## src/rtl/xint_pkg.sv

```systemverilog
package xint_pkg;
  parameter int ADDR_W = 2;
  parameter int DATA_W = 16;
  parameter logic [ADDR_W-1:0] CTRL_ADDR = 2'd0;
  parameter logic [ADDR_W-1:0] STAT_ADDR = 2'd1;
endpackage

```

## src/rtl/xint_rst_sync.sv

```systemverilog
module xint_rst_sync (
  input  logic clk,
  input  logic rst_n,
  output logic rst_sync_n
);
  logic [1:0] stage_q;

  always_ff @(posedge clk or negedge rst_n) begin
    if (!rst_n) stage_q <= 2'b00;
    else        stage_q <= {stage_q[0], 1'b1};
  end

  assign rst_sync_n = stage_q[1];
endmodule

```

## src/rtl/xint_sync.sv

```systemverilog
module xint_sync #(
  parameter int   W       = 1,
  parameter logic RST_VAL = 1'b1
) (
  input  logic         clk,
  input  logic         rst_n,
  input  logic [W-1:0] din,
  output logic [W-1:0] dout
);
  logic [W-1:0] meta_q;
  logic [W-1:0] safe_q;

  always_ff @(posedge clk or negedge rst_n) begin
    if (!rst_n) begin
      meta_q <= {W{RST_VAL}};
      safe_q <= {W{RST_VAL}};
    end else begin
      meta_q <= din;
      safe_q <= meta_q;
    end
  end

  assign dout = safe_q;
endmodule

```

## src/rtl/xint_nmi_det.sv

```systemverilog
module xint_nmi_det (
  input  logic clk,
  input  logic rst_n,
  input  logic pin_s,
  input  logic pol,
  output logic req
);
  logic hist_q, pol_q, req_q;
  logic hit;

  always_comb begin
    hit = 1'b0;
    if (pol == pol_q) begin
      if (pol) hit = !hist_q && pin_s;
      else     hit = hist_q && !pin_s;
    end
  end

  always_ff @(posedge clk or negedge rst_n) begin
    if (!rst_n) begin
      hist_q <= 1'b1;
      pol_q  <= 1'b0;
      req_q  <= 1'b0;
    end else begin
      hist_q <= pin_s;
      pol_q  <= pol;
      req_q  <= hit;
    end
  end

  assign req = req_q;
endmodule

```

## src/rtl/xint_irq_chan.sv

```systemverilog
module xint_irq_chan (
  input  logic clk,
  input  logic rst_n,
  input  logic pin_s,
  input  logic sense,
  input  logic sense_chg,
  input  logic stat_rd,
  input  logic stat_wr,
  input  logic wbit,
  output logic flag
);
  logic hist_q, hist_d;
  logic mark_q, mark_d;
  logic flag_q, flag_d;
  logic edge_hit, clr_ok;

  always_comb begin
    edge_hit = sense && hist_q && !pin_s;
    clr_ok   = sense && stat_wr && !wbit && mark_q;
  end

  always_comb begin
    if (sense_chg)      flag_d = 1'b0;
    else if (!sense)    flag_d = !pin_s;
    else if (edge_hit)  flag_d = 1'b1;
    else if (clr_ok)    flag_d = 1'b0;
    else                flag_d = flag_q;
  end

  always_comb begin
    if (sense_chg || stat_wr)      mark_d = 1'b0;
    else if (stat_rd && flag_q)    mark_d = 1'b1;
    else                           mark_d = mark_q;
  end

  always_comb begin
    if (sense_chg)  hist_d = 1'b0;
    else if (sense) hist_d = pin_s;
    else            hist_d = 1'b0;
  end

  always_ff @(posedge clk or negedge rst_n) begin
    if (!rst_n) begin
      hist_q <= 1'b0;
      mark_q <= 1'b0;
      flag_q <= 1'b0;
    end else begin
      hist_q <= hist_d;
      mark_q <= mark_d;
      flag_q <= flag_d;
    end
  end

  assign flag = flag_q;
endmodule

```

## src/rtl/xint_sense_unit.sv

```systemverilog
module xint_sense_unit #(
  parameter int N_IRQ = 8
) (
  input  logic                         clk,
  input  logic                         rst_n,
  input  logic                         nmi_pin,
  input  logic [N_IRQ-1:0]             irq_pin,
  input  logic [xint_pkg::ADDR_W-1:0]  reg_addr,
  input  logic                         reg_wr,
  input  logic                         reg_rd,
  input  logic [xint_pkg::DATA_W-1:0]  reg_wdata,
  output logic [xint_pkg::DATA_W-1:0]  reg_rdata,
  output logic                         nmi_req,
  output logic [N_IRQ-1:0]             irq_req
);
  import xint_pkg::*;

  localparam int CTRL_W = N_IRQ + 1;

  logic              rst_sync_n;
  logic              nmi_s;
  logic [N_IRQ-1:0]  irq_s;
  logic [CTRL_W-1:0] ctrl_q, ctrl_d;
  logic              ctrl_en;
  logic [N_IRQ-1:0]  sense;
  logic              nmi_pol;
  logic [N_IRQ-1:0]  sense_chg;
  logic              stat_wr, stat_rd;
  logic [N_IRQ-1:0]  flag;
  logic [N_IRQ-1:0]  stat_vec;
  logic [DATA_W-1:0] rd_word;
  logic [DATA_W-CTRL_W-1:0] wdata_unused;

  assign wdata_unused = reg_wdata[DATA_W-1:CTRL_W];

  xint_rst_sync u_rst (
    .clk        (clk),
    .rst_n      (rst_n),
    .rst_sync_n (rst_sync_n)
  );

  xint_sync #(.W(1), .RST_VAL(1'b1)) u_nmi_sync (
    .clk  (clk),
    .rst_n(rst_sync_n),
    .din  (nmi_pin),
    .dout (nmi_s)
  );

  xint_sync #(.W(N_IRQ), .RST_VAL(1'b1)) u_irq_sync (
    .clk  (clk),
    .rst_n(rst_sync_n),
    .din  (irq_pin),
    .dout (irq_s)
  );

  always_comb begin
    ctrl_en = reg_wr && (reg_addr == CTRL_ADDR);
    ctrl_d  = reg_wdata[CTRL_W-1:0];
    stat_wr = reg_wr && (reg_addr == STAT_ADDR);
    stat_rd = reg_rd && (reg_addr == STAT_ADDR);
  end

  always_ff @(posedge clk or negedge rst_sync_n) begin
    if (!rst_sync_n)  ctrl_q <= '0;
    else if (ctrl_en) ctrl_q <= ctrl_d;
  end

  assign sense   = ctrl_q[N_IRQ-1:0];
  assign nmi_pol = ctrl_q[N_IRQ];

  always_comb begin
    sense_chg = '0;
    if (ctrl_en) sense_chg = ctrl_d[N_IRQ-1:0] ^ sense;
  end

  xint_nmi_det u_nmi (
    .clk  (clk),
    .rst_n(rst_sync_n),
    .pin_s(irq_dummy_guard(nmi_s)),
    .pol  (nmi_pol),
    .req  (nmi_req)
  );

  function automatic logic irq_dummy_guard(input logic v);
    return v;
  endfunction

  genvar gi;
  generate
    for (gi = 0; gi < N_IRQ; gi++) begin : g_chan
      xint_irq_chan u_chan (
        .clk      (clk),
        .rst_n    (rst_sync_n),
        .pin_s    (irq_s[gi]),
        .sense    (sense[gi]),
        .sense_chg(sense_chg[gi]),
        .stat_rd  (stat_rd),
        .stat_wr  (stat_wr),
        .wbit     (reg_wdata[N_IRQ-1-gi]),
        .flag     (flag[gi])
      );
      assign stat_vec[N_IRQ-1-gi] = flag[gi];
    end
  endgenerate

  always_comb begin
    rd_word = '0;
    if (reg_rd) begin
      if (reg_addr == CTRL_ADDR)      rd_word[CTRL_W-1:0] = ctrl_q;
      else if (reg_addr == STAT_ADDR) rd_word[N_IRQ-1:0]  = stat_vec;
    end
  end

  assign reg_rdata = rd_word;
  assign irq_req   = flag;
endmodule

```

## config.mk

```make
export PLATFORM = sky130hd
export DESIGN_NAME = xint_sense_unit
export DESIGN_NICKNAME = d
export VERILOG_FILES = /design/src/rtl/xint_pkg.sv /design/src/rtl/xint_rst_sync.sv /design/src/rtl/xint_sync.sv /design/src/rtl/xint_nmi_det.sv /design/src/rtl/xint_irq_chan.sv /design/src/rtl/xint_sense_unit.sv
export SDC_FILE = /design/constraint.sdc
export NUM_CORES = 1
export LEC_CHECK = 0
export ABC_AREA = 1
export BUFFER_PORTS_ARGS = -buffer_cell sky130_fd_sc_hd__buf_4
export CORE_UTILIZATION = 55
export CTS_CLUSTER_DIAMETER = 80
export CTS_CLUSTER_SIZE = 25
export DETAILED_ROUTE_END_ITERATION = 10
export MAX_ROUTING_LAYER = met4
export PLACE_DENSITY = 0.8
export SYNTH_ARGS = -nofsm -noshare
export SYNTH_HDL_FRONTEND = slang
export SYNTH_HIERARCHICAL = 1
export SYNTH_SLANG_ARGS = --single-unit
```

## constraint.sdc

```tcl
create_clock -name clk -period 3.05 [get_ports clk]
set_input_delay 0.305 -clock clk [delete_from_list [all_inputs] [get_ports clk]]
set_output_delay 0.305 -clock clk [all_outputs]
set_load 0.03 [all_outputs]
```

# Yosys cells after proc, flatten, opt, wreduce, memory -nomap -nowiden
# Index checks and enable logic that the tools add are counted.
# W data, S select, Z words.
# op_classes
n_eq_ne,10
muxes,71
bitwise_logic,1
n_reduce_logical,88
# op_table
op,count
$mux W1,67
$logic_and A1 B1 Y1,53
$ne A4 B1 Y1 const B,8
$mux W8,3
$logic_not A1 Y1,18
$reduce_bool A2 Y1,8
$mux W9,1
$logic_or A1 B1 Y1,8
$xor A8 B8 Y8,1
$eq A2 B1 Y1 const B,1
$logic_not A2 Y1,1
$eq A1 B1 Y1,1
# word_totals
reg_bits,56
word_cells,203

# Depth between registers and ports, before layout
# Gate-level depths: netlist of run 1.
# depth
word_depth,9
depth_mapped,8

# Hierarchy
# The synthesis of run 1 kept the hierarchy.
# by_module_without_submodules
module,instances,cells_each,area_each_um2
xint_irq_chan,8,18,148.9
xint_sense_unit,1,132,800.8
xint_sync (u_irq_sync),1,16,420.4
xint_nmi_det,1,13,113.9
xint_rst_sync,1,3,53.8
xint_sync (u_nmi_sync),1,2,52.6

# Worst setup path after synthesis of run 1
# No wires, ideal clock.
# synth_timing
path_kind,input to output
startpoint,in reg_addr[0] (netlist bit)
endpoint,out reg_rdata[8] (netlist bit)
arrival_time_ps,1212
t_required_ps,2745
path_slack_ps,1533
cell_stages,5
path_buffers,2
cell_sequence,buf_6 nor2_8 buf_4 nand2_1 nor2_1
# synth_via
elab_chain_cells,3
# synth_lines
item,line_no,source
"start, declared",xint_sense_unit.sv:8,"input logic [xint_pkg::ADDR_W-1:0] reg_addr,"
$logic_not A2 Y1,xint_sense_unit.sv:109,if (reg_addr == CTRL_ADDR) rd_word[CTRL_W-1:0] = ctrl_q;
$mux W1,xint_sense_unit.sv:109,
$mux W9,xint_sense_unit.sv:108,if (reg_rd) begin
"end, declared",xint_sense_unit.sv:12,"output logic [xint_pkg::DATA_W-1:0] reg_rdata,"
# No other way between the ends.

# Final worst setup path of run 1
# layout_timing
startpoint,in reg_addr[1] (netlist bit)
endpoint,reg g_chan[6].u_chan.flag_q
# layout_via
elab_chain_cells,6
# layout_lines
item,line_no,source
$eq A2 B1 Y1,xint_sense_unit.sv:59,stat_wr = reg_wr && (reg_addr == STAT_ADDR);
$logic_and A1 B1 Y1,xint_sense_unit.sv:59,
net stat_wr,xint_sense_unit.sv:28,"logic stat_wr, stat_rd;"
$logic_and A1 B1 Y1 (3 in series),xint_irq_chan.sv:19,clr_ok = sense && stat_wr && !wbit && mark_q;
$ne A4 B1 Y1 (no source line),-,
"end signal, assigned",xint_irq_chan.sv:50,flag_q <= flag_d;
"end, declared",xint_irq_chan.sv:14,"logic flag_q, flag_d;"
# The timed path passes the listed nets, and every way through them passes these cells.
# A chain may end at the register's enable or synchronous reset.

==> Implementation_results.wiki, run 1 <==
{| class="wikitable"
! Metric !! Value
|-
| Result of the run || finished, violations left
|-
| Violated checks || DRC
|-
| Layer with the highest usage after global routing || met2
|-
| Final weighted congestion in routability-driven placement || 0.808
|-
| Later-pin clock latency in the skew report || 0.31 ns
|-
| Setup slack of the critical path after layout || 1.50 ns
|-
| CP Class || in2reg
|-
| Routed via count divided by cell count || 5.08
|-
| Most common cell after layout, fill and taps aside || nand2_1
|-
| Clock skew after layout || 0.00653 ns
|-
| Startpoint class of the critical path || primary input
|-
| Setup repair after global routing missed its margin || false
|-
| Leakage dissipation || 1.68 nW
|-
| Worst vdd ir || 0.380 mV
|-
| Reg clk slew, reported paths || 0.10 ns
|-
| H-tree lvl count || 2
|-
| Most frequent cells in the layout || nand2_1, inv_1, buf_4, dfrtp_1, nand3_1
|-
| Avg Synthesized Cell Area || 8.49 µm²
|-
| FP Rows || 24
|-
| Final min period || 1.55 ns
|-
| Worst Hold Class || in2reg
|-
| Cell Area, Synth || 0.00263 mm²
|-
| Maximum number of pins on one net before global-route repair || 36
|-
| Core Box Area || 0.00447 mm²
|-
| Count of port buffers added during placement || 41
|-
| Number of distinct standard cells referenced by the synthesized netlist || 19
|-
| Worst slack, placed || 1.22 ns
|-
| Die extent in y || 71.2 µm
|-
| Grt met2 use || 36.3%
|-
| Overall Global Routing Usage || 22.6%
|-
| Post-CTS repair timing setup buffer count || 0
|-
| CTS tree || done
|-
| Fraction of met3 tracks used by global routing || 4.42%
|-
| Final period util || 50.9%
|-
| Proportion of layout cells with a drive suffix above 1 || 27.3%
|-
| Setup TNS after final layout || 0 ns
|-
| Number of pins exceeding their max-slew limit in the final report || 0
|-
| Post-route antenna net violation count || 0
|-
| Root buffer cell || clkbuf_8
|-
| Die Span X || 71.2 µm
|-
| TritonCTS Sinks || 56
|-
| Clock Tree Buf Depth || 2
|-
| Global-route wire length before repair || 8590 µm
|-
| Post-synthesis sequential element count || 56
|-
| Critical Path Fanout Max || 9
|-
| Layout overhead on the synthesized area || 15.8%
|-
| Transition time at the pin with the least slew margin || 0.755 ns
|-
| Initial cell density of the core || 58.8%
|-
| Die footprint || 0.00507 mm²
|-
| Final-report hold violation count || 0
|-
| Total number of vias || 2,067
|-
| Maxcap violations || 0
|-
| GR Util met1 || 28.6%
|-
| Post-detailed-route wirelength per cell || 12.1 µm
|-
| Number of antenna repair diodes || 0
|-
| Hold WS || 0.0927 ns
|-
| Antenna violations before repair || 0
|-
| Number of iterations in the first detailed-routing pass || 7
|-
| Post-synthesis instance total || 310
|-
| Max Clock Freq || 644 MHz
|-
| Power per standard cell area || 554 mW/mm²
|-
| TritonCTS buffer count || 5
|-
| DP HPWL || 3510 µm
|-
| Total number of nets in the final design || 385
|-
| Drc violations || 3
|-
| Synth warn || 6
|-
| Ports placed on the boundary || 56
|-
| Slew Limit Headroom || 49.5%
|-
| Total setup violations reported at the end of the flow || 0
|-
| GRT overflow || 0
|-
| Data arrival time at the worst-slack endpoint || 1.76 ns
|-
| Required @ worst endpoint || 3.25 ns
|-
| Detailed Route WL || 4940 µm
|-
| Sequential element share of the synthesized area || 54.1%
|-
| Via count of the first global-routing pass || 1,975
|-
| First-iteration detailed-routing DRC count || 102
|-
| Critical path endpoint category || register
|}
-- layer usage --
layer	wire, µm	vias to the layer above
met2	2470	51
li1	-	1025
met1	2160	985
met5	0	-
met4	54	0
met3	251	6
-- where the power goes --
| part | leakage, nW | internal [W] | switching [W] |
|---|---|---|---|
| Combinational | 0.963 | 0.000133 | 0.000224 |
| Sequential | 0.669 | 0.000837 | 0.0000804 |
| Clock | 0.0510 | 0.000182 | 0.000234 |
| Total | 1.68 | 0.00115 | 0.000539 |
-- path summary, 6_finish.rpt --
kind	from	to	slack [ns]	cells after the start
setup reg to reg	ctrl_q[5]$_DFFE_PN0P_	g_chan[5].u_chan/flag$_DFFE_PN0P_	1.88	7
min in group asynchronous	u_rst/stage_q[1]$_DFF_PN0_	g_chan[2].u_chan/hist_q$_DFF_PN0_	0.21	0
hold reg to reg	u_rst/stage_q[1]$_DFF_PN0_	g_chan[2].u_chan/hist_q$_DFF_PN0_	0.21	0
max in group asynchronous	u_rst/stage_q[1]$_DFF_PN0_	u_irq_sync/dout[3]$_DFF_PN1_	2.04	1
setup / recovery	reg_addr[1]	g_chan[6].u_chan/flag$_DFFE_PN0P_	1.50	8
hold / removal	irq_pin[4]	u_irq_sync/meta_q[4]$_DFF_PN1_	0.09	1
-- sequential cells by signal, summed over array words and instances, names as in the netlist --
name                  count
ctrl_q                    9
g_chan.u_chan/flag        8
g_chan.u_chan/hist_q      8
g_chan.u_chan/mark_q      8
u_irq_sync/dout           8
u_irq_sync/meta_q         8
u_nmi/hist_q              1
u_nmi/pol_q               1
u_nmi/req                 1
u_nmi_sync/dout           1
u_nmi_sync/meta_q         1
u_rst/stage_q             2
-- cell families after synthesis --
group | after synthesis | share of synthesized area, %
and+or+nand+nor | 161 | 27.7
buffers and inverters | 75 | 12.5
DFF | 56 | 54.1
AOI/OAI and AO/OA | 16 | 5.32
other | 2 | 0.285
-- repair_timing --
| item | in CTS | in global routing |
|---|---|---|
| gates resized for setup | 0 | 0 |
| endpoints found under the hold margin | 2 | 0 |
| hold buffers | 1 | 0 |
-- cell usage after synthesis --
cell / instances / share of area (%)
clkinv_1: 1 / 0.14
nor2_8: 1 / 0.76
nand3_1: 25 / 4.8
nand2_4: 1 / 0.43
dfstp_2: 19 / 19
nor2_2: 8 / 1.9
inv_1: 53 / 7.6
buf_6: 2 / 0.86
conb_1: 2 / 0.29
o211ai_2: 8 / 3.8
buf_4: 8 / 2.3
nand4_1: 16 / 3.8
dfrtp_1: 37 / 35
inv_2: 8 / 1.1
a21oi_1: 8 / 1.5
nor2_1: 22 / 3.1
buf_2: 3 / 0.57
nor3_1: 8 / 1.5
nand2_1: 80 / 11
-- cell type report --
type	count	area, µm²
Sequential cell	56	1430
Fill cell	374	1430
Multi-Input combinational cell	185	900
Timing Repair Buffer	44	333
Inverter	62	233
Clock buffer	6	82.6
Tap cell	52	65.1
Clock inverter	2	10.0
-- per-stage QoR --
stage          total power [W]  instances  cell area [µm²]  util (%)
5_1_grt                0.00178        407             3050      68.1
3_5_place_dp           0.00129        398             2950      65.9
6_report               0.00169        407             3050      68.1
4_1_cts                0.00171        407             3050      68.1
3_3_place_gp           0.00127        398             2950      65.9
2_1_floorplan          0.00117        316             2660         -
-- worst max-delay path: stages --
cell	delay, ns
buf_4	0.13
clkinv_1	0.16
nand2_1	0.10
nor2_1	0.55
buf_4	0.28
nand3_1	0.10
nand4_1	0.08
nand2_1	0.05
No activity file was read; power rests on OpenSTA's default activity.
==> run 2: changes to the inputs <==
CORE_UTILIZATION = 49   (was 55)
PLACE_DENSITY = 0.76   (was 0.8)
clock period = 1.4 ns   (was 3.05 ns; I/O delays follow)
==> run 2 against run 1 <==
Against the previous run:
- the run now ends clean
- count of clock-buffer cells in the layout fell by 1
- sequential share of layout area fell by 2.4 points
- non-clock buffer count rose by 14
- sequential cell count did not move
- setup slack got worse by 1.4 ns
- total power rose by 120%
- via count rose by 1.4%
- worst hold slack got worse by 0.023 ns
- sequential power rose by 120%
- core utilization fell by 5.7 points
==> Implementation_results.wiki, run 2 (same netlist as run 1, synthesis figures left out) <==
{| class="wikitable"
! Metric !! Value
|-
| Result of the run || complete, no violations (was finished, violations left)
|-
| Number of antenna repair diodes || 0 (unchanged)
|-
| Total number of vias || 2,096 (was 2,067)
|-
| Required @ worst endpoint || 1.26 ns (was 3.25 ns)
|-
| Part of the power in registers || 53.7% (was 54.3%)
|-
| Maxcap violations || 0 (unchanged)
|-
| FP Rows || 26 (was 24)
|-
| Core Box Area || 0.00514 mm² (was 0.00447 mm²)
|-
| Layout overhead on the synthesized area || 22.0% (was 15.8%)
|-
| Antenna violations before repair || 0 (unchanged)
|-
| Number of iterations in the first detailed-routing pass || 4 (was 7)
|-
| Clock Tree Buf Depth || 2 (unchanged)
|-
| Total setup violations reported at the end of the flow || 0 (unchanged)
|-
| Ports placed on the boundary || 56 (unchanged)
|-
| Fill cell count || 458 (was 374)
|-
| CP Class || reg2out (was in2reg)
|-
| Post-route antenna net violation count || 0 (unchanged)
|-
| Global-route wire length before repair || 8760 µm (was 8590 µm)
|-
| Critical path endpoint category || primary output (was register)
|-
| Post-detailed-route wirelength per cell || 11.7 µm (was 12.1 µm)
|-
| Final period util || 91.4%
|-
| Final weighted congestion in routability-driven placement || 0.801 (was 0.808)
|-
| Leakage dissipation || 1.75 nW (was 1.68 nW)
|-
| Final-report hold violation count || 0 (unchanged)
|-
| Initial cell density of the core || 51.2% (was 58.8%)
|-
| Max Clock Freq || 781 MHz
|-
| Cell with the biggest individual delay on the critical path || dfrtp_1 (was nor2_1)
|-
| TritonCTS buffer count || 5 (unchanged)
|-
| Die Span X || 75.3 µm (was 71.2 µm)
|-
| Total design power || 0.00371 W (was 0.00169 W)
|-
| Reg clk slew, reported paths || 0.11 ns (was 0.10 ns)
|-
| Number of cells upsized or downsized after cts || 0 (unchanged)
|-
| Slowest Stage Delay on Critical Path || 0.44 ns (was 0.55 ns)
|-
| Root buffer cell || clkbuf_8 (unchanged)
|-
| Sw Share || 32.6% (was 31.9%)
|-
| Proportion of layout cells with a drive suffix above 1 || 27.6% (was 27.3%)
|-
| Logic depth of the worst register-to-register path || 7 (unchanged)
|-
| Worst setup path endpoint || reg_rdata[6] (was g_chan[6].u_chan/flag$_DFFE_PN0P_)
|-
| Net switching power figure || 0.00121 W (was 0.000539 W)
|-
| Part of the power in the clock network || 24.2% (was 24.6%)
|-
| Data arrival time at the worst-slack endpoint || 1.14 ns (was 1.76 ns)
|-
| GRT overflow || 0 (unchanged)
|-
| Via count of the first global-routing pass || 2,016 (was 1,975)
|-
| Drc violations || 0 (was 3)
|-
| Area taken by multi-input logic gates || 900 µm² (unchanged)
|-
| Max reg flops || 9 (unchanged)
|-
| Power per standard cell area || 1160 mW/mm² (was 554 mW/mm²)
|-
| Number of pins exceeding their max-slew limit in the final report || 0 (unchanged)
|-
| Die extent in y || 75.3 µm (was 71.2 µm)
|-
| Die footprint || 0.00567 mm² (was 0.00507 mm²)
|-
| Total number of nets in the final design || 399 (was 385)
|-
| Biggest register || ctrl_q (unchanged)
|-
| Critical Path Fanout Max || 4 (was 9)
|-
| First-iteration detailed-routing DRC count || 136 (was 102)
|-
| Routed via count divided by cell count || 4.77 (was 5.08)
|-
| Reg area || 0.00143 mm² (unchanged)
|-
| Startpoint class of the critical path || register (was primary input)
|-
| Critical path startpoint || g_chan[1].u_chan/flag$_DFFE_PN0P_ (was reg_addr[1])
|-
| CP cell instances || nand4_1 -> nand2_1 -> buf_4 (was buf_4 -> clkinv_1 -> nand2_1 -> nor2_1 -> buf_4 -> nand3_1 -> nand4_1 -> nand2_1)
|-
| Worst vdd ir || 0.787 mV (was 0.380 mV)
|-
| Detailed Route WL || 5130 µm (was 4940 µm)
|-
| Later-pin clock latency in the skew report || 0.31 ns (about the same)
|-
| Gate power share || 22.1% (was 21.1%)
|-
| Setup TNS after final layout || 0 ns (unchanged)
|-
| Terminus of the critical flop-to-flop path || g_chan[6].u_chan/flag$_DFFE_PN0P_ (was g_chan[5].u_chan/flag$_DFFE_PN0P_)
|-
| Overall Global Routing Usage || 21.4% (was 22.6%)
|-
| H-tree lvl count || 2 (unchanged)
|-
| Setup repair after global routing missed its margin || false (unchanged)
|-
| Launch instance of the worst register-to-register path || ctrl_q[6]$_DFFE_PN0P_ (was ctrl_q[5]$_DFFE_PN0P_)
|-
| DP HPWL || 3500 µm (was 3510 µm)
|-
| Maximum number of pins on one net before global-route repair || 55 (was 36)
|-
| Count of port buffers added during placement || 41 (unchanged)
|-
| Worst Hold Class || in2reg (unchanged)
|-
| Final min period || 1.28 ns
|-
| Reg2reg setup slack || 0.22 ns (was 1.88 ns)
|-
| Clock skew after layout || 0.00777 ns (was 0.00653 ns)
|-
| TritonCTS Sinks || 56 (unchanged)
|-
| Most common cell after layout, fill and taps aside || nand2_1 (unchanged)
|-
| CTS tree || done (unchanged)
|-
| Internal power || 0.00250 W (was 0.00115 W)
|-
| Most frequent cells in the layout || nand2_1, inv_1, buf_4, dfrtp_1, nand3_1 (unchanged)
|}
run 2: cell types whose count changed in the layout (fill, tap and decap cells not counted):
cell           previous run  this run
buf_12                    0         1
buf_4                    43        47
clkbuf_8                  6         5
clkinv_2                  2         1
clkinv_4                  0         1
dlygate4sd3_1             1        10
inv_6                     0         1
run 2: metrics by stage:
step / setup WS, ns / area (µm²) / utilization [%] / std cells / hold WS [ns]
floorplan: 0.120 / 2660 / - / 316 / -0.156
global placement: 0.238 / 3020 / 58.7 / 421 / -0.0775
detailed placement: 0.195 / 3020 / 58.7 / 421 / -0.0767
CTS: 0.105 / 3210 / 62.5 / 439 / 0.0652
global route: 0.0623 / 3210 / 62.5 / 439 / 0.0752
finish: 0.120 / 3210 / 62.5 / 439 / 0.0698
run 2: cell type report:
class	instances	area share, %
clock buffers	5	2.14
clock inverters	3	0.701
inverters	62	7.25
multi-input cells	185	28.0
flip-flops and latches	56	44.4
well taps	70	2.73
repair buffers	58	14.7
run 2: power groups by stage:
stage	Combinational, W	Clock [W]	Sequential, W
final	0.000820	0.000899	0.00199
after global routing	0.000925	0.000982	0.00202
after CTS	0.000825	0.000931	0.00199
after detailed placement	0.000800	0	0.00202
after global placement	0.000778	0	0.00201
after floorplan	0.000456	0	0.00209
run 2: metal layers:
metal / GRT usage, % / share of wire (%) / routed length (µm) / up-vias
met5: - / 0 / 0 / -
met1: 26.6 / 45 / 2290 / 984
met3: 5.56 / 4.3 / 219 / 4
met2: 35.4 / 50 / 2590 / 53
li1: - / - / - / 1055
met4: 4.73 / 0.60 / 31 / 0
run 2: worst min-delay path by stage:
| stage | slack [ns] | startpoint | to | cells after the start |
|---|---|---|---|---|
| CTS | 0.07 | reg_wdata[8] | ctrl_q[8]$_DFFE_PN0P_ | 3 |
| finish | 0.07 | reg_wdata[8] | ctrl_q[8]$_DFFE_PN0P_ | 3 |
| floorplan | -0.16 | rst_n | u_rst/stage_q[0]$_DFF_PN0_ | 0 |
| global placement | -0.08 | rst_n | u_rst/stage_q[0]$_DFF_PN0_ | 1 |
| detailed placement | -0.08 | rst_n | u_rst/stage_q[0]$_DFF_PN0_ | 1 |
| global route | 0.08 | reg_wdata[8] | ctrl_q[8]$_DFFE_PN0P_ | 3 |
run 2: repair_timing:
item | CTS | global route
hold buffers | 10 | 0
endpoints found under the hold margin | 11 | 0
setup buffers | 0 | 0
run 2: critical path: cells and delay by family, from the launching register on:
| kind | cells | cell delay, ns |
|---|---|---|
| flip-flops | 1 | 0.44 |
| AND/OR/NAND/NOR | 2 | 0.22 |
| buffers and inverters | 1 | 0.16 |
